File: src/rtl/ewsc_pkg.sv
package ewsc_pkg;
    typedef enum logic [2:0] {
        PH_IDLE = 3'd0,
        PH_C1   = 3'd1,
        PH_C2   = 3'd2,
        PH_C3   = 3'd3,
        PH_C4   = 3'd4
    } phase_e;
endpackage

File: src/rtl/ewsc_sync.sv
module ewsc_sync #(
    parameter int STAGES = 2
) (
    input  logic clk,
    input  logic rst_n,
    input  logic async_i,
    output logic sync_o
);
    logic [STAGES-1:0] chain_d, chain_q;

    generate
        if (STAGES == 1) begin : g_single
            always_comb chain_d = async_i;
        end else begin : g_multi
            always_comb chain_d = {chain_q[STAGES-2:0], async_i};
        end
    endgenerate

    always_ff @(posedge clk or negedge rst_n) begin
        if (!rst_n) chain_q <= '0;
        else        chain_q <= chain_d;
    end

    assign sync_o = chain_q[STAGES-1];
endmodule

File: src/rtl/ewsc_cfg.sv
module ewsc_cfg #(
    parameter int SW = 3
) (
    input  logic          clk,
    input  logic          rst_n,
    input  logic          we_i,
    input  logic          wen_i,
    input  logic [SW-1:0] st_i,
    output logic          wen_o,
    output logic [SW-1:0] st_o
);
    typedef struct packed {
        logic          wen;
        logic [SW-1:0] st;
    } cfg_t;

    cfg_t cfg_d, cfg_q;

    always_comb begin
        cfg_d = cfg_q;
        if (we_i) begin
            cfg_d.wen = wen_i;
            cfg_d.st  = st_i;
        end
    end

    always_ff @(posedge clk or negedge rst_n) begin
        if (!rst_n) cfg_q <= '0;
        else        cfg_q <= cfg_d;
    end

    assign wen_o = cfg_q.wen;
    assign st_o  = cfg_q.st;
endmodule

File: src/rtl/ewsc_seq.sv
module ewsc_seq
    import ewsc_pkg::*;
#(
    parameter int SW = 3
) (
    input  logic          clk,
    input  logic          rst_n,
    input  logic          start_i,
    input  logic          rd_i,
    input  logic          wait_i,
    input  logic          cfg_wen_i,
    input  logic [SW-1:0] cfg_st_i,
    output logic          rd_stb_o,
    output logic          wr_stb_o,
    output logic          done_o
);
    typedef struct packed {
        phase_e        ph;
        logic [SW-1:0] cyc;
        logic [SW-1:0] st;
        logic          wen;
        logic          rd;
        logic          last;
        logic          rstb;
        logic          wstb;
        logic          done;
    } seq_t;

    seq_t s_d, s_q;
    logic active_d;

    always_comb begin
        s_d = s_q;
        unique case (s_q.ph)
            PH_IDLE: begin
                if (start_i) begin
                    s_d.ph   = PH_C1;
                    s_d.cyc  = '0;
                    s_d.st   = cfg_st_i;
                    s_d.wen  = cfg_wen_i;
                    s_d.rd   = rd_i;
                    s_d.last = 1'b0;
                end
            end
            PH_C1: s_d.ph = PH_C2;
            PH_C2: s_d.ph = PH_C3;
            PH_C3: begin
                s_d.ph   = PH_C4;
                s_d.last = (s_q.cyc == s_q.st) && !(s_q.wen && wait_i);
            end
            PH_C4: begin
                if (s_q.last) begin
                    s_d.ph = PH_IDLE;
                end else begin
                    s_d.ph = PH_C1;
                    if (s_q.cyc != s_q.st) s_d.cyc = s_q.cyc + 1'b1;
                end
            end
            default: s_d.ph = PH_IDLE;
        endcase

        active_d = (s_d.ph == PH_C2) || (s_d.ph == PH_C3)
                || ((s_d.ph == PH_C4) && !s_d.last)
                || ((s_d.ph == PH_C1) && (s_q.ph == PH_C4));
        s_d.rstb = active_d && s_d.rd;
        s_d.wstb = active_d && !s_d.rd;
        s_d.done = (s_d.ph == PH_C4) && s_d.last;
    end

    always_ff @(posedge clk or negedge rst_n) begin
        if (!rst_n) begin
            s_q    <= '0;
            s_q.ph <= PH_IDLE;
        end else begin
            s_q <= s_d;
        end
    end

    assign rd_stb_o = s_q.rstb;
    assign wr_stb_o = s_q.wstb;
    assign done_o   = s_q.done;
endmodule

File: src/rtl/ext_wait_ctrl.sv
module ext_wait_ctrl #(
    parameter int SW          = 3,
    parameter int SYNC_STAGES = 2
) (
    input  logic          clk,
    input  logic          rst_n,
    input  logic          cfg_we,
    input  logic          cfg_wait_en,
    input  logic [SW-1:0] cfg_stretch,
    input  logic          acc_start,
    input  logic          acc_rd,
    input  logic          ext_wait,
    output logic          rd_stb,
    output logic          wr_stb,
    output logic          acc_done
);
    logic          wait_sync;
    logic          wen_q;
    logic [SW-1:0] st_q;

    ewsc_sync #(.STAGES(SYNC_STAGES)) i_sync (
        .clk     (clk),
        .rst_n   (rst_n),
        .async_i (ext_wait),
        .sync_o  (wait_sync)
    );

    ewsc_cfg #(.SW(SW)) i_cfg (
        .clk   (clk),
        .rst_n (rst_n),
        .we_i  (cfg_we),
        .wen_i (cfg_wait_en),
        .st_i  (cfg_stretch),
        .wen_o (wen_q),
        .st_o  (st_q)
    );

    ewsc_seq #(.SW(SW)) i_seq (
        .clk       (clk),
        .rst_n     (rst_n),
        .start_i   (acc_start),
        .rd_i      (acc_rd),
        .wait_i    (wait_sync),
        .cfg_wen_i (wen_q),
        .cfg_st_i  (st_q),
        .rd_stb_o  (rd_stb),
        .wr_stb_o  (wr_stb),
        .done_o    (acc_done)
    );
endmodule

File: config.mk
export PLATFORM = sky130hd
export DESIGN_NAME = ext_wait_ctrl
export DESIGN_NICKNAME = d
export VERILOG_FILES = /design/src/rtl/ewsc_pkg.sv /design/src/rtl/ewsc_sync.sv /design/src/rtl/ewsc_cfg.sv /design/src/rtl/ewsc_seq.sv /design/src/rtl/ext_wait_ctrl.sv
export SDC_FILE = /design/constraint.sdc
export NUM_CORES = 1
export LEC_CHECK = 0
export BUFFER_PORTS_ARGS = -buffer_cell sky130_fd_sc_hd__buf_4
export CORE_MARGIN = 8
export CORE_UTILIZATION = 36
export DETAILED_ROUTE_END_ITERATION = 12
export GPL_ROUTABILITY_DRIVEN = 0
export SLEW_MARGIN = 20
export SYNTH_ARGS = -nofsm -noshare
export SYNTH_HDL_FRONTEND = slang
export SYNTH_SLANG_ARGS = --single-unit
File: constraint.sdc
create_clock -name clk -period 2.14 [get_ports clk]
set_input_delay 0.428 -clock clk [delete_from_list [all_inputs] [get_ports clk]]
set_output_delay 0.428 -clock clk [all_outputs]
set_load 0.005 [all_outputs]
After elaboration in Yosys (flattened, before gate mapping)
Cells that the tools add are included.

operators by class
  add/sub/neg operators = 1
  eq/ne operators = 13
  mux-type cells = 8
  reduce and logical (&&, ||, !) cells = 17

operators with widths
  kind                                                                     count
  3-bit one-hot mux with 5 select lines                                    1
  3-bit by 2-bit equality test with 1-bit output, second input constant    4
  12-bit 2-to-1 mux                                                        1
  1-bit logical AND                                                        7
  3-bit by 1-bit equality test with 1-bit output, second input constant    2
  3-bit equality test, second input constant                               2
  3-bit 2-to-1 mux                                                         2
  3-bit one-hot mux with 2 select lines                                    1
  2-bit inequality test, second input constant                             2
  4-bit AND reduction                                                      1
  3-bit by 1-bit adder with 3-bit output, second input constant            1
  3-bit equality test                                                      1
  1-bit logical NOT                                                        3
  3-bit logical NOT                                                        1
  1-bit logical OR                                                         3
  3-bit inequality test                                                    1
  1-bit 2-to-1 mux                                                         2
  2-bit by 1-bit inequality test with 1-bit output, second input constant  1
  1-bit one-hot mux with 2 select lines                                    1
  2-bit AND reduction                                                      1
  2-bit nonzero test                                                       1

word-level totals
  flip-flop bits (word level) = 21
  bits of input ports = 10
  output and inout bits = 3

Longest topological paths before layout
  depth in word-level cells = 9
  mapped depth = 5

Cells and area by module
From an unflattened synthesis, not the netlist that was laid out.

unflattened totals
  cell total of the unflattened synthesis = 71
  area total of the unflattened synthesis = 912.1 µm²

modules (own cells, without submodules)
  module     times used  cells each  area each (µm²)  sequential area each (µm²)
  ewsc_seq   1           61          716.9            375.4
  ewsc_cfg   1           8           145.1            100.1
  ewsc_sync  1           2           50.0             50.0

Least setup slack after synthesis
OpenSTA, ideal clock, no wires.

  path type = reg2reg
  from = register i_seq.s_q[12] (netlist bit)
  to = register i_seq.s_q[10] (netlist bit)
  arrival time = 1.549 ns
  path slack = 0.466 ns
  stages on the path, launching flop included = 5
  path buffers = 1
  clock period less this slack = 1.674 ns
  cells stage by stage = dfrtp_1 > buf_6 > or4b_4 > a31oi_4 > mux2_2

between the ends
  longest elaborated chain between the ends = 3

ends and longest elaborated chain
  item                                                                  line            RTL
  start: declaration                                                    ewsc_seq.sv:29  seq_t s_d, s_q;
  3-bit equality test / 3-bit logical NOT (equally long branches)       ewsc_seq.sv:34  unique case (s_q.ph)
  2-bit inequality test (no source line), or another cell as far along  -
  4-bit AND reduction (no source line)                                  -

Several ways; a longest one is shown, not always the timed one.
A chain may end at the register's enable or synchronous reset.

Worst setup path in the final report
  from = register i_seq.s_q[13] (netlist bit)
  to = register i_seq.s_q[10] (netlist bit)

Same word-level chain as after synthesis.

==> summary.md <==
| Metric | Value |
|---|---|
| Post-layout min period | 1.734 ns |
| #FFs+latches synth | 21 |
| DRC viols | 0 |
| Yosys warning count | 0 |
| Post-cts resize count | 0 |
| R2R depth | 3 |
| RSZ-0062 raised after global routing | false |
| Leading area contributor after synthesis | dfrtp_1 |
| Clock Pin Slew Worst Setup and Hold Paths | 0.13 ns |
| Final cycle utilization of the critical path | 0.8102 |
| Wire length per cell | 13.08 um |
| CORE AREA | 2455 sq um |
| Grt ovf | 0 |
| TritonCTS sink count | 21 |
| Top cell type's share of synthesized area | 0.5668 |
| Worst Path Arrival | 1.93 ns |
| Worst IR Drop VDD | 0.6451 mV |
| Run status | finished clean |
| TritonCTS Buffers | 3 |
| Worst Max-Slew Pin Slew | 0.4723 ns |
| Post-detail-place hpwl | 1095 um |
| Final setup violating endpoints | 0 |
| Syn Nets | 77 |
| Critical path class | register to register |
| Hold Crit Class | input pin to register |
| Worst-case clock skew | 0.01240 ns |
| IO Pins | 13 |
| Max Slew Vio Count | 0 |
| Number of global-route vias before repair | 571 |
| Total track usage | 0.07844 |
| Initial DRC Count | 4 |
| Maximum clock path buffer count | 2 |
| Slew HR | 0.6832 |
| Mapped Cells | 66 |
| 1st-pass router iterations | 2 |
| Critical path startpoint category | register |
| Routed Antenna Nets | 0 |
| CP max FO | 8 |
| PortBufs | 12 |
| Chip Height | 66.75 um |
| CP required | 2.34 ns |
| Simple-gate area share of the yosys netlist | 0.1039 |
| Core Rows | 18 |
| Full die area | 4456 sq um |
| Fillers | 235 |
| Clk Latency, worst-skew pair | 0.31 ns |
| Fraction of layout cells with a size suffix above 1 | 0.3827 |
| Pleak | 0.0004671 uW |
| Hold Crit Depth | 1 |
| Post-CTS Setup Inserts | 0 |
| CTS root buffer | clkbuf_4 |
| Sequential share of the synthesized area | 0.5668 |
| Layout net count | 93 |
| Top cells by area, synth | dfrtp_1, mux2_2, xnor2_1, mux2i_1, nor4b_4 |
| First-pass GRT wire length | 2670 um |
| Layout area overhead | 16.33% |
| CP endpoint kind | register |
| Largest family of logic cells by synthesized area | multiplexers |
| CTS H-tree lvls | 1 |
| Post-synthesis xor/xnor area fraction | 0.03779 |
| Hold_ws | 0.2112 ns |
| Fin Setup TNS | 0 ns |
| Average cell area after synthesis | 14.05 sq um |
| Synth Area in Adders | 0.01350 |
| Max_cap viols | 0 |
| Overall die width | 66.75 um |
| Detailed-route via count | 544 |
| Vias per cell | 4.901 |
| Pwr dens | 1245 nW/um^2 |
| Max Clk Rate | 576.8 MHz |
| Initial antenna violation count | 0 |
| Netlist Area Pre-Place | 927.1 sq um |
| Diode count | 0 |
| Yosys cell types | 26 |
| Largest net degree at the start of global routing | 22 |
| Compound-Gate Fraction of Synth Area | 0.1026 |
| WL final | 1452 um |
| CTS tree | built |
| Mux contribution to synthesized area | 0.1417 |
| Starting density of the core | 0.3777 |
| Fin. Hold Viols | 0 |
==> registers in the layout, indices dropped and copies added, names as in the netlist <==
register / flops
i_cfg.st_o: 3
i_cfg.wen_o: 1
i_seq.done_o: 1
i_seq.rd_stb_o: 1
i_seq.s_q: 12
i_seq.wr_stb_o: 1
i_sync.chain_q: 2
==> per-stage QoR <==
step	worst slack, ns	total power, uW	instances	instance area (sq um)	util
3_3_place_gp	0.4441	1149	106	1039	0.4230
3_5_place_dp	0.4322	1163	106	1039	0.4230
4_1_cts	0.4052	1363	111	1079	0.4393
2_1_floorplan	0.4664	1060	66	927.1	-
5_1_grt	0.3692	1449	111	1079	0.4393
6_report	0.4063	1342	111	1079	0.4393
==> timing repair <==
action	in CTS	in global routing
hold buffers	1	0
setup endpoints to repair	0	0
endpoints found under the hold margin	21	0
==> cells by family after synthesis <==
family          count (synthesis)
compound gates                 10
xor+xnor                        4
fa+ha+maj                       1
buf+inv                         5
flops                          21
mux                            12
simple gates                   13
==> worst max-delay path: stages, from the launching register on <==
cell and delay [ns]:
dfrtp_1 0.50, or4b_4 0.59, a31oi_4 0.18, mux2_2 0.35
==> Yosys cell counts, drive strengths merged <==
library cell  count
o31ai             1
a21o              1
a211oi            3
and2              1
nor4b             1
o21a              1
nor2              4
buf               3
inv               2
o21ai             1
nand2             1
a22o              1
a311oi            1
mux2i             3
or3b              1
xnor2             4
nand2b            2
nor2b             1
and3              1
or4b              1
ha                1
mux2              9
a31oi             1
dfrtp            21
==> final timing paths <==
kind / endpoint / slack (ns) / start
max in group asynchronous: i_seq.s_q[9] / 1.40 / rst_n
min in group asynchronous: i_sync.chain_q[1] / 0.51 / rst_n
hold / removal: i_sync.chain_q[0] / 0.21 / ext_wait
hold reg to reg: i_sync.chain_q[1] / 0.37 / i_sync.chain_q[0]
setup reg to reg: i_seq.s_q[10] / 0.41 / i_seq.s_q[13]
setup / recovery: i_seq.s_q[10] / 0.41 / i_seq.s_q[13]
==> where the power goes <==
part | leakage (uW) | total, uW | switching, uW | internal (uW)
registers | 0.000261 | 662 | 133 | 529
clock network | 0.0000139 | 197 | 126 | 71.2
logic | 0.000192 | 484 | 223 | 260
total | 0.000467 | 1340 | 482 | 861
==> placed cells by master (no fill, tap or decap) <==
cell,n
dfrtp_1,21
buf_4,13
mux2_2,9
nor2_1,4
xnor2_1,4
a211oi_1,3
mux2i_1,3
clkbuf_4,3
inv_1,2
nand2b_1,2
nand2_1,1
and3_1,1
or3b_2,1
a21o_1,1
a22o_1,1
o21ai_0,1
o31ai_1,1
nor4b_4,1
or4b_4,1
o21a_1,1
and2_1,1
a311oi_2,1
nor2b_1,1
a31oi_4,1
ha_1,1
clkinvlp_4,1
dlygate4sd3_1,1
==> cell type report <==
| type | count | area [sq um] | share of cell area |
|---|---|---|---|
| clock buffers | 3 | 22.52 | 0.02088 |
| clock inverters | 1 | 7.507 | 0.006961 |
| inverters | 2 | 7.507 | 0.006961 |
| multi-input cells | 40 | 370.4 | 0.3434 |
| flip-flops and latches | 21 | 525.5 | 0.4872 |
| well taps | 30 | 37.54 | 0.03480 |
| repair buffers | 14 | 107.6 | 0.09977 |
==> per-layer routing <==
| metal | GRT usage | part of all wire |
|---|---|---|
| met4 | 0.03200 | 0.0096 |
| met1 | 0.09245 | 0.45 |
| met5 | 0 | 0 |
| met2 | 0.1171 | 0.46 |
| met3 | 0.04027 | 0.074 |
Power figures use the tool's default switching activity.
